===== src/rtl/mwr_pkg.sv =====
package mwr_pkg;

  typedef enum logic [1:0] {
    REQ_LINE_NC  = 2'd0,
    REQ_LINE_MOD = 2'd1,
    REQ_PUSH_NC  = 2'd2,
    REQ_FENCE    = 2'd3
  } req_kind_e;

  typedef enum logic [1:0] {
    RSP_WRITE = 2'd0,
    RSP_FENCE = 2'd1,
    RSP_INTR  = 2'd2,
    RSP_RSVD  = 2'd3
  } rsp_kind_e;

  function automatic req_kind_e hint_to_kind(input logic [1:0] hint);
    case (hint)
      2'd1:    return REQ_LINE_MOD;
      2'd2:    return REQ_PUSH_NC;
      default: return REQ_LINE_NC;
    endcase
  endfunction

endpackage


===== src/rtl/mwr_hdr_build.sv =====
module mwr_hdr_build
  import mwr_pkg::*;
#(
  parameter int ADDR_W       = 42,
  parameter int LINE_BYTES   = 64,
  parameter bit BYTE_MODE_EN = 1'b1,
  localparam int LINE_W      = LINE_BYTES * 8,
  localparam int OFS_W       = $clog2(LINE_BYTES),
  localparam int LEN_W       = OFS_W + 1
) (
  input  logic              clk_i,
  input  logic              rst_ni,
  input  logic              issue_i,
  input  logic              fence_i,
  input  logic [1:0]        hint_i,
  input  logic              mode_i,
  input  logic [OFS_W-1:0]  start_i,
  input  logic [LEN_W-1:0]  len_i,
  input  logic [ADDR_W-1:0] addr_i,
  input  logic [LINE_W-1:0] data_i,
  output logic              valid_o,
  output logic [1:0]        kind_o,
  output logic              mode_o,
  output logic [OFS_W-1:0]  start_o,
  output logic [LEN_W-1:0]  len_o,
  output logic [ADDR_W-1:0] addr_o,
  output logic [LINE_W-1:0] data_o
);

  logic              byte_sel;
  logic              valid_q;
  req_kind_e         kind_q;
  logic              mode_q;
  logic [OFS_W-1:0]  start_q;
  logic [LEN_W-1:0]  len_q;
  logic [ADDR_W-1:0] addr_q;
  logic [LINE_W-1:0] data_q;

  generate
    if (BYTE_MODE_EN) begin : g_byte
      assign byte_sel = mode_i;
    end else begin : g_line_only
      assign byte_sel = 1'b0;
    end
  endgenerate

  // idle cycles drive an all-zero header
  always_ff @(posedge clk_i or negedge rst_ni) begin
    if (!rst_ni) begin
      valid_q <= 1'b0;
      kind_q  <= REQ_LINE_NC;
      mode_q  <= 1'b0;
      start_q <= '0;
      len_q   <= '0;
      addr_q  <= '0;
      data_q  <= '0;
    end else begin
      valid_q <= issue_i;
      kind_q  <= REQ_LINE_NC;
      mode_q  <= 1'b0;
      start_q <= '0;
      len_q   <= '0;
      addr_q  <= '0;
      data_q  <= '0;
      if (issue_i && fence_i) begin
        kind_q <= REQ_FENCE;
      end else if (issue_i) begin
        kind_q <= hint_to_kind(hint_i);
        mode_q <= byte_sel;
        addr_q <= addr_i;
        data_q <= data_i;
        if (byte_sel) begin
          start_q <= start_i;
          len_q   <= len_i;
        end
      end
    end
  end

  assign valid_o = valid_q;
  assign kind_o  = kind_q;
  assign mode_o  = mode_q;
  assign start_o = start_q;
  assign len_o   = len_q;
  assign addr_o  = addr_q;
  assign data_o  = data_q;

endmodule


===== src/rtl/mwr_out_cnt.sv =====
module mwr_out_cnt #(
  parameter int MAX_OUT = 8,
  localparam int CNT_W  = $clog2(MAX_OUT + 1)
) (
  input  logic             clk_i,
  input  logic             rst_ni,
  input  logic             inc_i,
  input  logic             dec_i,
  output logic [CNT_W-1:0] cnt_o,
  output logic             full_o
);

  logic [CNT_W-1:0] cnt_q;
  logic             dec_ok;

  // completions with nothing outstanding are dropped
  assign dec_ok = dec_i && (cnt_q != '0);

  always_ff @(posedge clk_i or negedge rst_ni) begin
    if (!rst_ni) begin
      cnt_q <= '0;
    end else begin
      case ({inc_i, dec_ok})
        2'b10:   cnt_q <= cnt_q + 1'b1;
        2'b01:   cnt_q <= cnt_q - 1'b1;
        default: cnt_q <= cnt_q;
      endcase
    end
  end

  assign cnt_o  = cnt_q;
  assign full_o = (cnt_q == CNT_W'(MAX_OUT));

endmodule


===== src/rtl/mwr_rsp_track.sv =====
module mwr_rsp_track
  import mwr_pkg::*;
(
  input  logic       clk_i,
  input  logic       rst_ni,
  input  logic       rsp_valid_i,
  input  logic [1:0] rsp_type_i,
  input  logic       fence_issue_i,
  output logic       wr_done_o,
  output logic       fence_pend_o,
  output logic       fence_done_o,
  output logic       intr_o
);

  rsp_kind_e rsp_kind;
  logic      pend_q;
  logic      done_q;
  logic      intr_q;
  logic      fence_ack;

  assign rsp_kind  = rsp_kind_e'(rsp_type_i);
  assign wr_done_o = rsp_valid_i && (rsp_kind == RSP_WRITE);
  assign fence_ack = rsp_valid_i && (rsp_kind == RSP_FENCE) && pend_q;

  always_ff @(posedge clk_i or negedge rst_ni) begin
    if (!rst_ni) begin
      pend_q <= 1'b0;
      done_q <= 1'b0;
      intr_q <= 1'b0;
    end else begin
      if (fence_issue_i)  pend_q <= 1'b1;
      else if (fence_ack) pend_q <= 1'b0;
      done_q <= fence_ack;
      intr_q <= rsp_valid_i && (rsp_kind == RSP_INTR);
    end
  end

  assign fence_pend_o = pend_q;
  assign fence_done_o = done_q;
  assign intr_o       = intr_q;

endmodule


===== src/rtl/mwr_fence_requester.sv =====
module mwr_fence_requester
  import mwr_pkg::*;
#(
  parameter int ADDR_W       = 42,
  parameter int LINE_BYTES   = 64,
  parameter int MAX_OUT      = 8,
  parameter bit BYTE_MODE_EN = 1'b1,
  localparam int LINE_W      = LINE_BYTES * 8,
  localparam int OFS_W       = $clog2(LINE_BYTES),
  localparam int LEN_W       = OFS_W + 1,
  localparam int CNT_W       = $clog2(MAX_OUT + 1)
) (
  input  logic              clk_i,
  input  logic              rst_ni,
  input  logic              cmd_valid_i,
  output logic              cmd_ready_o,
  input  logic              cmd_fence_i,
  input  logic [1:0]        cmd_hint_i,
  input  logic              cmd_byte_mode_i,
  input  logic [OFS_W-1:0]  cmd_be_start_i,
  input  logic [LEN_W-1:0]  cmd_be_len_i,
  input  logic [ADDR_W-1:0] cmd_addr_i,
  input  logic [LINE_W-1:0] cmd_data_i,
  input  logic              almost_full_i,
  output logic              tx_valid_o,
  output logic [1:0]        tx_kind_o,
  output logic              tx_byte_mode_o,
  output logic [OFS_W-1:0]  tx_be_start_o,
  output logic [LEN_W-1:0]  tx_be_len_o,
  output logic [ADDR_W-1:0] tx_addr_o,
  output logic [LINE_W-1:0] tx_data_o,
  input  logic              rsp_valid_i,
  input  logic [1:0]        rsp_type_i,
  output logic [CNT_W-1:0]  outstanding_o,
  output logic              fence_pending_o,
  output logic              fence_done_o,
  output logic              intr_err_o
);

  logic accept;
  logic cnt_full;
  logic wr_done;
  logic fence_pend;

  assign cmd_ready_o = !almost_full_i && !fence_pend && !cnt_full;
  assign accept      = cmd_valid_i && cmd_ready_o;

  mwr_hdr_build #(
    .ADDR_W      (ADDR_W),
    .LINE_BYTES  (LINE_BYTES),
    .BYTE_MODE_EN(BYTE_MODE_EN)
  ) u_hdr (
    .clk_i  (clk_i),
    .rst_ni (rst_ni),
    .issue_i(accept),
    .fence_i(cmd_fence_i),
    .hint_i (cmd_hint_i),
    .mode_i (cmd_byte_mode_i),
    .start_i(cmd_be_start_i),
    .len_i  (cmd_be_len_i),
    .addr_i (cmd_addr_i),
    .data_i (cmd_data_i),
    .valid_o(tx_valid_o),
    .kind_o (tx_kind_o),
    .mode_o (tx_byte_mode_o),
    .start_o(tx_be_start_o),
    .len_o  (tx_be_len_o),
    .addr_o (tx_addr_o),
    .data_o (tx_data_o)
  );

  mwr_out_cnt #(
    .MAX_OUT(MAX_OUT)
  ) u_cnt (
    .clk_i (clk_i),
    .rst_ni(rst_ni),
    .inc_i (accept && !cmd_fence_i),
    .dec_i (wr_done),
    .cnt_o (outstanding_o),
    .full_o(cnt_full)
  );

  mwr_rsp_track u_rsp (
    .clk_i        (clk_i),
    .rst_ni       (rst_ni),
    .rsp_valid_i  (rsp_valid_i),
    .rsp_type_i   (rsp_type_i),
    .fence_issue_i(accept && cmd_fence_i),
    .wr_done_o    (wr_done),
    .fence_pend_o (fence_pend),
    .fence_done_o (fence_done_o),
    .intr_o       (intr_err_o)
  );

  assign fence_pending_o = fence_pend;

endmodule


===== config.mk =====
export PLATFORM = sky130hd
export DESIGN_NAME = mwr_fence_requester
export DESIGN_NICKNAME = d
export VERILOG_FILES = /design/src/rtl/mwr_pkg.sv /design/src/rtl/mwr_hdr_build.sv /design/src/rtl/mwr_out_cnt.sv /design/src/rtl/mwr_rsp_track.sv /design/src/rtl/mwr_fence_requester.sv
export SDC_FILE = /design/constraint.sdc
export NUM_CORES = 1
export LEC_CHECK = 0
export BUFFER_PORTS_ARGS = -buffer_cell sky130_fd_sc_hd__buf_4
export CORE_AREA = 2 2 446 448
export DETAILED_ROUTE_END_ITERATION = 7
export DIE_AREA = 0 0 448 450
export SYNTH_ARGS = -nofsm -noshare
export SYNTH_HDL_FRONTEND = slang
export SYNTH_SLANG_ARGS = --single-unit

===== constraint.sdc =====
create_clock -name clk_i -period 3.15 [get_ports clk_i]
set_input_delay 0 -clock clk_i [delete_from_list [all_inputs] [get_ports clk_i]]
set_output_delay 0 -clock clk_i [all_outputs]
set_load 0.01 [all_outputs]

==> results.yml, run 1 <==
floorplanning:
  floorplan.die.height_um: 450
  std_cell_rows: 163
  floorplan.initialDensity: 0.0976
  floorplan.core_area_mm2: 0.197
  die_area_mm2: 0.202
  io_pins: 1157
  die_outline_width_um: 448
setup_path:
  required_time_worst_endpoint_ps: 3790
  largest_delay_share_family_worst_path: "buffers and inverters"
  critical_path.slowest_cell: "sky130_fd_sc_hd__dlygate4sd3_1"
  crit-reg2reg-launch: "u_cnt.cnt_o[1]$_DFFE_PN0P_"
  worst_setup_path_start_kind: "flip-flop"
  worst-path-buf-inv: 3
  crit_top_cell: "sky130_fd_sc_hd__buf_4"
  cells_along_the_critical_path: "nor3_1 > a211oi_2 > and3_4 > buf_4 > buf_4 > and3_2 > dlygate4sd3_1"
  critPathCaptureType: "flip-flop"
  crit_start: "u_cnt.cnt_o[1]$_DFFE_PN0P_"
  worst-endpoint-arrival_ps: 3370
  cp_max_fo: 67
  delay_contributed_by_the_slowest_stage_of_the_critical_path_ps: 540
  setup.worst_path.class: "reg2reg"
yosys:
  syn_area_mm2: 0.0192
  syn-instance-count: 1246
  net_count_of_the_mapped_netlist: 1827
  ys_types: 31
  synth-seq-area-share: 0.754
  synthDominantAreaCellType: "sky130_fd_sc_hd__dfrtp_1"
  synth_common_cells: "578 x sky130_fd_sc_hd__dfrtp_1, 552 x sky130_fd_sc_hd__and2_1, 50 x sky130_fd_sc_hd__buf_8"
  synth.avg_cell_area_um2: 15.4
  yosysWarnings: 0
  yosysMostFrequentCell: "sky130_fd_sc_hd__dfrtp_1"
  synth_enable_flop_cells: 0
  ys_top_cells_by_area: "sky130_fd_sc_hd__dfrtp_1 75%, sky130_fd_sc_hd__and2_1 18%, sky130_fd_sc_hd__buf_8 3.9%"
  flop_and_latch_count_out_of_synthesis: 578
  synth_top_cell_area_share: 0.754
  synth_top_flop_cell: "sky130_fd_sc_hd__dfrtp_1"
  postSynth.asyncResetShare: 1.00
placed_design:
  post-place-cells: 5005
  count_of_input_and_output_buffers: 1156
  place_ws_ps: 637
  hpwlAfterDp_um: 141000
  place_congestion: 1.00
run_status:
  status: "finished, final reports clean"
final_layout:
  fin_nets: 3849
  area.growth.synth_to_final_pct: 118
  layoutNonFillerInstCount: 6011
  post_route_cells_drive_above_1_share: 0.398
clock_tree:
  cts.htree.levels: 3
  cts_root_buffer: "sky130_fd_sc_hd__clkbuf_16"
  worstSkewPairLatency_ps: 710
  count_of_instances_resized_after_the_clock_tree_is_built: 0
  clock_tree_from_tritoncts: "built"
  clockBufferDepth: 3
  clkSlewWorstSetupHoldPaths_ps: 60
  post_cts.repair.setup_buffers: 0
  numClockSinks: 578
  cts_made_buffers: 79
sta:
  achievable-frequency_mhz: 366
  maxSlewViolCount: 0
  final-setup-viol-count: 0
  timing_hold_violations_final: 0
  post-route-worst-setup-slack_ps: 415
  worst-slew-pin-transition_ps: 1120
  setup-tns-final_ps: 0
  final.period_utilization: 0.868
  period_needed_ps: 2740
  timing.clock.skew_ps: 34.9
  timing.max_slew.rel_slack: 0.255
  rsz0062_at_grt: "false"
power_and_ir_drop:
  total_power_mw: 22.0
  max-vdd-ir-drop_mv: 0.380
  power_leakage_nw: 20.8
  cellPowerDensity_mw_per_mm2: 526
global_route:
  gr-usage-all-layers: 0.165
  global_route_wire_length_before_repair_um: 213000
  grt_overflow_total: 0
  antenna_found_initial: 152
  vias_in_the_first_global_route: 20600
  pin_count_of_the_biggest_net_entering_global_routing: 215
job:
  drv_cap: 0
routing:
  antenna_left: 0
  detail_route.drc_violations: 0
  viasPerCell: 3.09
  finalWirelength_um: 170000
  drt_first_pass_iters: 5
  detail_route.iter0.violations: 1009
  num_vias: 18600
  drt-wirelength-per-cell_um: 28.3
worst_hold_path:
  worst_hold_startpoint: "cmd_data_i[463]"
  worst_hold_path_type: "in2reg"
-- placed cells by master (no fill, tap or decap), types with 4 or more instances in the layout --
cell type,instances
sky130_fd_sc_hd__dlygate4sd3_1,821
sky130_fd_sc_hd__inv_1,5
sky130_fd_sc_hd__buf_12,7
sky130_fd_sc_hd__and2_1,552
sky130_fd_sc_hd__clkinv_4,4
sky130_fd_sc_hd__clkinv_2,7
sky130_fd_sc_hd__bufinv_16,15
sky130_fd_sc_hd__xor2_1,4
sky130_fd_sc_hd__diode_2,44
sky130_fd_sc_hd__dfrtp_1,578
sky130_fd_sc_hd__and3_1,12
sky130_fd_sc_hd__clkbuf_16,83
sky130_fd_sc_hd__buf_4,1175
sky130_fd_sc_hd__clkbuf_1,9
sky130_fd_sc_hd__clkbuf_8,14
-- final timing paths --
| check | endpoint | slack [ps] | cells past startpoint |
|---|---|---|---|
| hold / removal | u_hdr.data_o[463]$_DFF_PN0_ | 90 | 3 |
| setup / recovery | u_hdr.len_o[3]$_DFF_PN0_ | 410 | 7 |
| hold reg to reg | u_cnt.cnt_o[3]$_DFFE_PN0P_ | 580 | 1 |
| min in group asynchronous | u_hdr.data_o[494]$_DFF_PN0_ | 500 | 3 |
| max in group asynchronous | u_hdr.data_o[236]$_DFF_PN0_ | 1780 | 4 |
| setup reg to reg | u_hdr.len_o[3]$_DFF_PN0_ | 410 | 7 |
-- metrics by stage --
stage,hold WS (ps),instance area (um^2),util
finish,88.4,41800,0.213
global route,39.7,41800,0.213
CTS,0.281,41700,0.212
detailed placement,164,30600,0.155
global placement,160,30600,0.155
floorplan,-296,19200,-
-- power breakdown --
part | total, mW | switching, mW | internal (mW)
clock | 10.3 | 3.90 | 6.36
sequential | 8.02 | 0.206 | 7.82
combinational | 3.71 | 1.82 | 1.89
-- logic make-up (layout without fill, tap and decap cells) --
family / count (synthesis) / in the layout / share of synthesized area
compound gates: 8 / 8 / 0.00280
xor+xnor: 5 / 5 / 0.00228
fa+ha+maj: 3 / 3 / 0.00196
buf+inv: 69 / 2150 / 0.0481
flops: 578 / 578 / 0.754
mux: 1 / 1 / 0.000587
other cells: 0 / 44 / 0
simple gates: 582 / 582 / 0.190
-- flip-flops by register name, indices dropped and copies added (netlist names) --
register,cells
u_hdr.start_o,6
u_cnt.cnt_o,4
u_rsp.fence_pend_o,1
u_hdr.kind_o,2
u_hdr.data_o,512
u_rsp.fence_done_o,1
u_hdr.addr_o,42
u_rsp.intr_o,1
u_hdr.len_o,7
u_hdr.valid_o,1
u_hdr.mode_o,1
-- repair_timing --
| item | 4_1_cts | 5_1_grt |
|---|---|---|
| endpoints found under the setup margin | 0 | 0 |
| hold buffers | 822 | 0 |
| endpoints found under the hold margin | 1031 | 0 |
-- final cells by class --
class                           count  area, um^2
Sequential cell                   578       14500
Clock inverter                     34         602
Multi-Input combinational cell    599        3800
Antenna cell                       44         110
Timing Repair Buffer             2005       17200
Clock buffer                      106        2300
Inverter                            5        18.8
Tap cell                         2640        3300
Fill cell                       21300      155000
-- metal layers --
metal  track usage  wire, um  share of wire
met1         0.161     55900           0.33
met2         0.277     81300           0.48
met3         0.105     25300           0.15
met4        0.0642      7770          0.046
met5             0        34        0.00020
-- worst register-to-register path: stages, from the launching register on --
cell,delay [ps]
sky130_fd_sc_hd__dfrtp_1,480
sky130_fd_sc_hd__nor3_1,110
sky130_fd_sc_hd__a211oi_2,310
sky130_fd_sc_hd__and3_4,230
sky130_fd_sc_hd__buf_4,230
sky130_fd_sc_hd__buf_4,490
sky130_fd_sc_hd__and3_2,300
sky130_fd_sc_hd__dlygate4sd3_1,540
Power figures use the tool's default switching activity.
==> run 2, diff against run 1 <==
--- a/config.mk
+++ b/config.mk
@@ -5,10 +5,11 @@
 export SDC_FILE = /design/constraint.sdc
 export NUM_CORES = 1
 export LEC_CHECK = 0
+export ABC_AREA = 1
 export BUFFER_PORTS_ARGS = -buffer_cell sky130_fd_sc_hd__buf_4
-export CORE_AREA = 2 2 446 448
+export CORE_AREA = 2 2 447 449
 export DETAILED_ROUTE_END_ITERATION = 7
-export DIE_AREA = 0 0 448 450
+export DIE_AREA = 0 0 449 451
 export SYNTH_ARGS = -nofsm -noshare
 export SYNTH_HDL_FRONTEND = slang
 export SYNTH_SLANG_ARGS = --single-unit
==> results.yml, run 2 <==
power_and_ir_drop:
  cellPowerDensity_mw_per_mm2: 525
  total_power_mw: 21.3
  pwr-share-comb: 0.174
  sequentialPowerShare: 0.382
  power_leakage_nw: 22.5
  internal_power_mw: 15.0
  switching_power_mw: 6.32
  sw_frac_of_total: 0.297
  max-vdd-ir-drop_mv: 0.384
  clock_power_share: 0.443
clock_tree:
  clock_tree_from_tritoncts: "built"
  numClockSinks: 578
  cts_root_buffer: "sky130_fd_sc_hd__clkbuf_16"
  post_cts.repair.setup_buffers: 0
  clkSlewWorstSetupHoldPaths_ps: 70
  worstSkewPairLatency_ps: 690
  clockBufferDepth: 3
  cts_made_buffers: 80
  cts.htree.levels: 3
placed_design:
  place_ws_ps: 740
  count_of_input_and_output_buffers: 1156
  place_congestion: 0.929
  post-place-cells: 5628
  detailed_place.area_mm2: 0.0315
  hpwlAfterDp_um: 153000
routing:
  detail_route.iter0.violations: 2011
  finalWirelength_um: 183000
  num_vias: 20700
  drt_first_pass_iters: 5
  antenna_left: 0
  drt-wirelength-per-cell_um: 28.5
  viasPerCell: 3.23
  detail_route.drc_violations: 0
yosys:
  synth.avg_cell_area_um2: 10.7
  synth_common_cells: "578 x sky130_fd_sc_hd__dfrtp_1, 570 x sky130_fd_sc_hd__inv_1, 565 x sky130_fd_sc_hd__nor2_1"
  flop_and_latch_count_out_of_synthesis: 578
  postSynth.asyncResetShare: 1.00
  synth_enable_flop_cells: 0
  yosysWarnings: 0
  net_count_of_the_mapped_netlist: 2419
  ys_types: 18
  syn_area_mm2: 0.0197
  yosysMostFrequentCell: "sky130_fd_sc_hd__dfrtp_1"
  synth-seq-area-share: 0.733
  ys_top_cells_by_area: "sky130_fd_sc_hd__dfrtp_1 73%, sky130_fd_sc_hd__inv_1 11%, sky130_fd_sc_hd__nor2_1 11%"
  synth_top_cell_area_share: 0.733
  synthDominantAreaCellType: "sky130_fd_sc_hd__dfrtp_1"
  syn-instance-count: 1838
  synth_top_flop_cell: "sky130_fd_sc_hd__dfrtp_1"
sta:
  timing.clock.skew_ps: 25.0
  final.period_utilization: 0.778
  final-setup-viol-count: 0
  timing.max_slew.rel_slack: 0.462
  period_needed_ps: 2450
  worst-slew-pin-transition_ps: 807
  maxSlewViolCount: 0
  rsz0062_at_grt: "false"
  achievable-frequency_mhz: 408
  post-route-worst-setup-slack_ps: 701
  timing_hold_violations_final: 0
  setup-tns-final_ps: 0
floorplanning:
  floorplan.initialDensity: 0.0995
  std_cell_rows: 164
  die_area_mm2: 0.202
  floorplan.die.height_um: 451
  die_outline_width_um: 449
  floorplan.core_area_mm2: 0.198
  io_pins: 1157
setup_path:
  critPathCaptureType: "flip-flop"
  worst_setup_path_start_kind: "flip-flop"
  setup.worst_path.class: "reg2reg"
  timing.reg2reg.setup_slack_ps: 700
  required_time_worst_endpoint_ps: 3670
  cp_max_fo: 160
  worst-endpoint-arrival_ps: 2970
run_status:
  status: "finished, final reports clean"
final_layout:
  largest_register_ff_count: 512
  mostFrequentLayoutCell: "sky130_fd_sc_hd__buf_4"
  post_route_cells_drive_above_1_share: 0.357
  final_design_area_no_fill_mm2: 0.0405
  area.growth.synth_to_final_pct: 105
  n_fill_cell: 22000
  fin_nets: 4254
  most-common-layout-cells: "1186 x sky130_fd_sc_hd__buf_4, 618 x sky130_fd_sc_hd__dlygate4sd3_1, 578 x sky130_fd_sc_hd__dfrtp_1, 570 x sky130_fd_sc_hd__inv_1, 565 x sky130_fd_sc_hd__nor2_1"
  layoutNonFillerInstCount: 6412
global_route:
  grt_overflow_total: 0
  pin_count_of_the_biggest_net_entering_global_routing: 161
  antenna_found_initial: 48
  global_route_wire_length_before_repair_um: 230000
  gr-usage-all-layers: 0.175
  vias_in_the_first_global_route: 22000
job:
  drv_cap: 0
worst_hold_path:
  worst_hold_path_type: "in2reg"
==> run 2: per-stage QoR <==
| step | hold slack (ps) | utilization |
|---|---|---|
| after floorplan | -296 | - |
| after global routing | 22.4 | 0.204 |
| final | 88.9 | 0.204 |
| after CTS | 0.0400 | 0.204 |
| after global placement | 66.1 | 0.159 |
| after detailed placement | 68.7 | 0.159 |
==> run 2: final timing paths <==
kind / from / end / cells after the start
worst max-delay path: u_cnt.cnt_o[0]$_DFFE_PN0P_ / u_hdr.data_o[341]$_DFF_PN0_ / 8
worst min-delay path: cmd_addr_i[7] / u_hdr.addr_o[7]$_DFF_PN0_ / 4
worst max register to register: u_cnt.cnt_o[0]$_DFFE_PN0P_ / u_hdr.data_o[341]$_DFF_PN0_ / 8
worst min register to register: u_cnt.cnt_o[0]$_DFFE_PN0P_ / u_cnt.cnt_o[0]$_DFFE_PN0P_ / 1
max in group asynchronous: rst_ni / u_hdr.valid_o$_DFF_PN0_ / 4
min in group asynchronous: rst_ni / u_hdr.data_o[56]$_DFF_PN0_ / 3
==> run 2: layer usage <==
metal	routed length (um)	GRT usage	vias to the layer above
li1	-	-	8698
met1	71200	0.208	10500
met2	84700	0.281	1258
met3	19900	0.0751	279
met4	6610	0.0568	16
met5	106	0	-
==> run 2: area by class of cell <==
type / count / area, um^2 / area share
clock buffers: 105 / 2230 / 0.0550
multi-input cells: 625 / 2440 / 0.0603
repair buffers: 1818 / 15400 / 0.380
clock inverters: 37 / 469 / 0.0116
diodes: 23 / 57.6 / 0.00142
well taps: 2656 / 3320 / 0.0820
flip-flops and latches: 578 / 14500 / 0.357
inverters: 570 / 2140 / 0.0528
==> run 2: kinds of logic after synthesis <==
| logic type | count (synthesis) | synth area share |
|---|---|---|
| and+or+nand+nor | 614 | 0.119 |
| adders and majority gates | 3 | 0.00190 |
| xor gates and xnor gates | 2 | 0.000888 |
| DFF | 578 | 0.733 |
| buffers and inverters | 635 | 0.143 |
| AOI/OAI and AO/OA | 6 | 0.00159 |
==> run 2: what timing repair did <==
action | CTS | global route
resized for setup | 0 | 1
hold buffers | 619 | 1
endpoints found under the hold margin | 1119 | 3
setup endpoints to repair | 0 | 155
==> run 2: power by group through the flow <==
| stage | registers [mW] | logic (mW) | clock network (mW) |
|---|---|---|---|
| 2_1_floorplan | 8.28 | 0.670 | 0 |
| 3_3_place_gp | 8.26 | 3.00 | 0 |
| 3_5_place_dp | 8.25 | 2.98 | 0 |
| 4_1_cts | 8.13 | 3.76 | 9.72 |
| 5_1_grt | 8.16 | 3.93 | 10.0 |
| 6_report | 8.13 | 3.71 | 9.43 |
==> run 2: critical path, stage by stage, from the launching register on <==
cell,delay [ps]
sky130_fd_sc_hd__dfrtp_1,450
sky130_fd_sc_hd__nor2_1,160
sky130_fd_sc_hd__nand3_1,100
sky130_fd_sc_hd__nand2_1,140
sky130_fd_sc_hd__nor2_4,80
sky130_fd_sc_hd__nand2_8,150
sky130_fd_sc_hd__buf_12,230
sky130_fd_sc_hd__buf_16,490
sky130_fd_sc_hd__nor2_1,130
==> run 3, diff against run 2 <==
==> constraint.sdc (replaced) <==
create_clock -name clk_i -period 2.4 [get_ports clk_i]
set_input_delay 0 -clock clk_i [delete_from_list [all_inputs] [get_ports clk_i]]
set_output_delay 0 -clock clk_i [all_outputs]
set_load 0.01 [all_outputs]
==> results.yml, run 3 (synthesis results as in run 2) <==
setup_path:
  critical_path.slowest_cell: "sky130_fd_sc_hd__dfrtp_1"
  worst_setup_path_start_kind: "flip-flop"
  cp_max_fo: 81
  delay_contributed_by_the_slowest_stage_of_the_critical_path_ps: 380
  required_time_worst_endpoint_ps: 2960
  timing.reg2reg.setup_slack_ps: 150
  cells_along_the_critical_path: "nor2_1 > nand3_1 > nand2_1 > nor2_4 > nand2_8 > buf_12 > buf_12 > buf_16 > nor2_1"
  ff2ff_path_depth: 9
  critPathCaptureType: "flip-flop"
  crit-reg2reg-launch: "u_cnt.cnt_o[1]$_DFFE_PN0P_"
  worst-endpoint-arrival_ps: 2810
  setup.worst_path.class: "reg2reg"
  rr_endpoint: "u_hdr.data_o[340]$_DFF_PN0_"
clock_tree:
  post_cts.repair.setup_buffers: 0
  clkSlewWorstSetupHoldPaths_ps: 60
  numClockSinks: 578
  cts.htree.levels: 3
  cts_made_buffers: 80
  clockBufferDepth: 3
  clock_tree_from_tritoncts: "built"
  cts_root_buffer: "sky130_fd_sc_hd__clkbuf_16"
  worstSkewPairLatency_ps: 720
sta:
  timing.max_slew.rel_slack: 0.556
  rsz0062_at_grt: "false"
  timing.clock.skew_ps: 62.6
  maxSlewViolCount: 0
  final-setup-viol-count: 0
  worst-slew-pin-transition_ps: 667
  achievable-frequency_mhz: 444
  period_needed_ps: 2250
  timing_hold_violations_final: 0
  setup-tns-final_ps: 0
  final.period_utilization: 0.938
power_and_ir_drop:
  cellPowerDensity_mw_per_mm2: 695
  max-vdd-ir-drop_mv: 0.520
  total_power_mw: 28.4
  power_leakage_nw: 22.7
final_layout:
  n_fill_cell: 21900
  layout.area.seq_mm2: 0.0145
  multi_input_area_mm2: 0.00244
  post_route_cells_drive_above_1_share: 0.357
  layout.core_utilization: 0.206
  fin_nets: 4272
  area.growth.synth_to_final_pct: 107
  mostFrequentLayoutCell: "sky130_fd_sc_hd__buf_4"
  most-common-layout-cells: "1188 x sky130_fd_sc_hd__buf_4, 632 x sky130_fd_sc_hd__dlygate4sd3_1, 578 x sky130_fd_sc_hd__dfrtp_1, 570 x sky130_fd_sc_hd__inv_1, 565 x sky130_fd_sc_hd__nor2_1"
  largest_register_ff_count: 512
placed_design:
  place_congestion: 0.929
  hpwlAfterDp_um: 155000
  count_of_input_and_output_buffers: 1156
global_route:
  pin_count_of_the_biggest_net_entering_global_routing: 106
  antenna_found_initial: 75
  vias_in_the_first_global_route: 21800
  grt_overflow_total: 0
  global_route_wire_length_before_repair_um: 230000
  gr-usage-all-layers: 0.175
routing:
  drt-wirelength-per-cell_um: 28.4
  finalWirelength_um: 183000
  antenna_left: 0
  detail_route.iter0.violations: 1612
  detail_route.drc_violations: 0
  drt_first_pass_iters: 5
  num_vias: 20400
  viasPerCell: 3.17
job:
  drv_cap: 0
floorplanning:
  io_pins: 1157
  std_cell_rows: 164
  floorplan.die.height_um: 451
  floorplan.initialDensity: 0.0995
  die_outline_width_um: 449
  die_area_mm2: 0.202
  floorplan.core_area_mm2: 0.198
worst_hold_path:
  worst_hold_startpoint: "cmd_data_i[2]"
  whs_endpoint: "u_hdr.data_o[2]$_DFF_PN0_"
  worst_hold_path_type: "in2reg"
  min_delay_path_depth: 4
run_status:
  status: "finished, final reports clean"
-- run 3: cell count changes in the layout (fill, tap and decap cells not counted), sizes merged --
| cell | delta |
|---|---|
| buf | +4 |
| bufinv | +1 |
| clkbuf | +2 |
| clkinv | +3 |
| clkinvlp | -3 |
| diode | -6 |
| dlygate4sd3 | +14 |
| inv | +1 |
-- run 3: worst max-delay path by stage --
stage                                    start                           to  slack (ps)  cells past startpoint
floorplan           u_cnt.cnt_o[1]$_DFFE_PN0P_   u_cnt.cnt_o[2]$_DFFE_PN0P_         200                     13
global placement    u_cnt.cnt_o[1]$_DFFE_PN0P_   u_cnt.cnt_o[2]$_DFFE_PN0P_         130                     13
detailed placement  u_cnt.cnt_o[1]$_DFFE_PN0P_  u_hdr.data_o[115]$_DFF_PN0_         190                      9
CTS                 u_cnt.cnt_o[1]$_DFFE_PN0P_  u_hdr.data_o[340]$_DFF_PN0_         140                      9
global route        u_cnt.cnt_o[1]$_DFFE_PN0P_  u_hdr.data_o[340]$_DFF_PN0_           8                      9
finish              u_cnt.cnt_o[1]$_DFFE_PN0P_  u_hdr.data_o[340]$_DFF_PN0_         150                      9
-- run 3: routing by layer --
layer  GRT usage  vias to the layer above  routed length, um  share of wire
met4      0.0505                        8               6320          0.035
met5           0                        -                 41        0.00022
met2       0.286                     1136              85400           0.47
met3      0.0568                      293              15000          0.082
met1       0.218                    10200              75900           0.42
li1            -                     8739                  -              -
-- run 3: where the power goes --
part / internal, mW / leakage, nW / switching [mW]
registers: 10.3 / 8.00 / 0.410
clock network: 7.38 / 1.34 / 5.37
logic: 2.27 / 13.3 / 2.67
-- run 3: cell type report --
| cell class | instances | share of cell area |
|---|---|---|
| repair buffers | 1836 | 0.382 |
| clock buffers | 107 | 0.0553 |
| clock inverters | 39 | 0.0133 |
| inverters | 570 | 0.0525 |
| well taps | 2656 | 0.0815 |
| diodes | 17 | 0.00104 |
| flip-flops and latches | 578 | 0.355 |
| multi-input cells | 625 | 0.0599 |
-- run 3: worst max-delay path, delay by kind of cell, from the launching register on --
| family | cells | cell delay (ps) |
|---|---|---|
| and+or+nand+nor | 6 | 680 |
| DFF | 1 | 380 |
| buffers and inverters | 3 | 850 |
-- run 3: stage by stage --
step	instances	hold slack, ps	cell area (um^2)	setup slack (ps)
3_3_place_gp	5632	-120	31600	131
6_report	6428	67.1	40800	148
2_1_floorplan	1838	-296	19700	198
3_5_place_dp	5632	-116	31600	189
5_1_grt	6421	32.5	40800	7.86
4_1_cts	6411	0.579	40700	141
-- run 3: timing repair --
item,in CTS,in global routing
gates resized for setup,0,1
hold buffers,633,0
endpoints found under the setup margin,0,1
endpoints found under the hold margin,1152,0
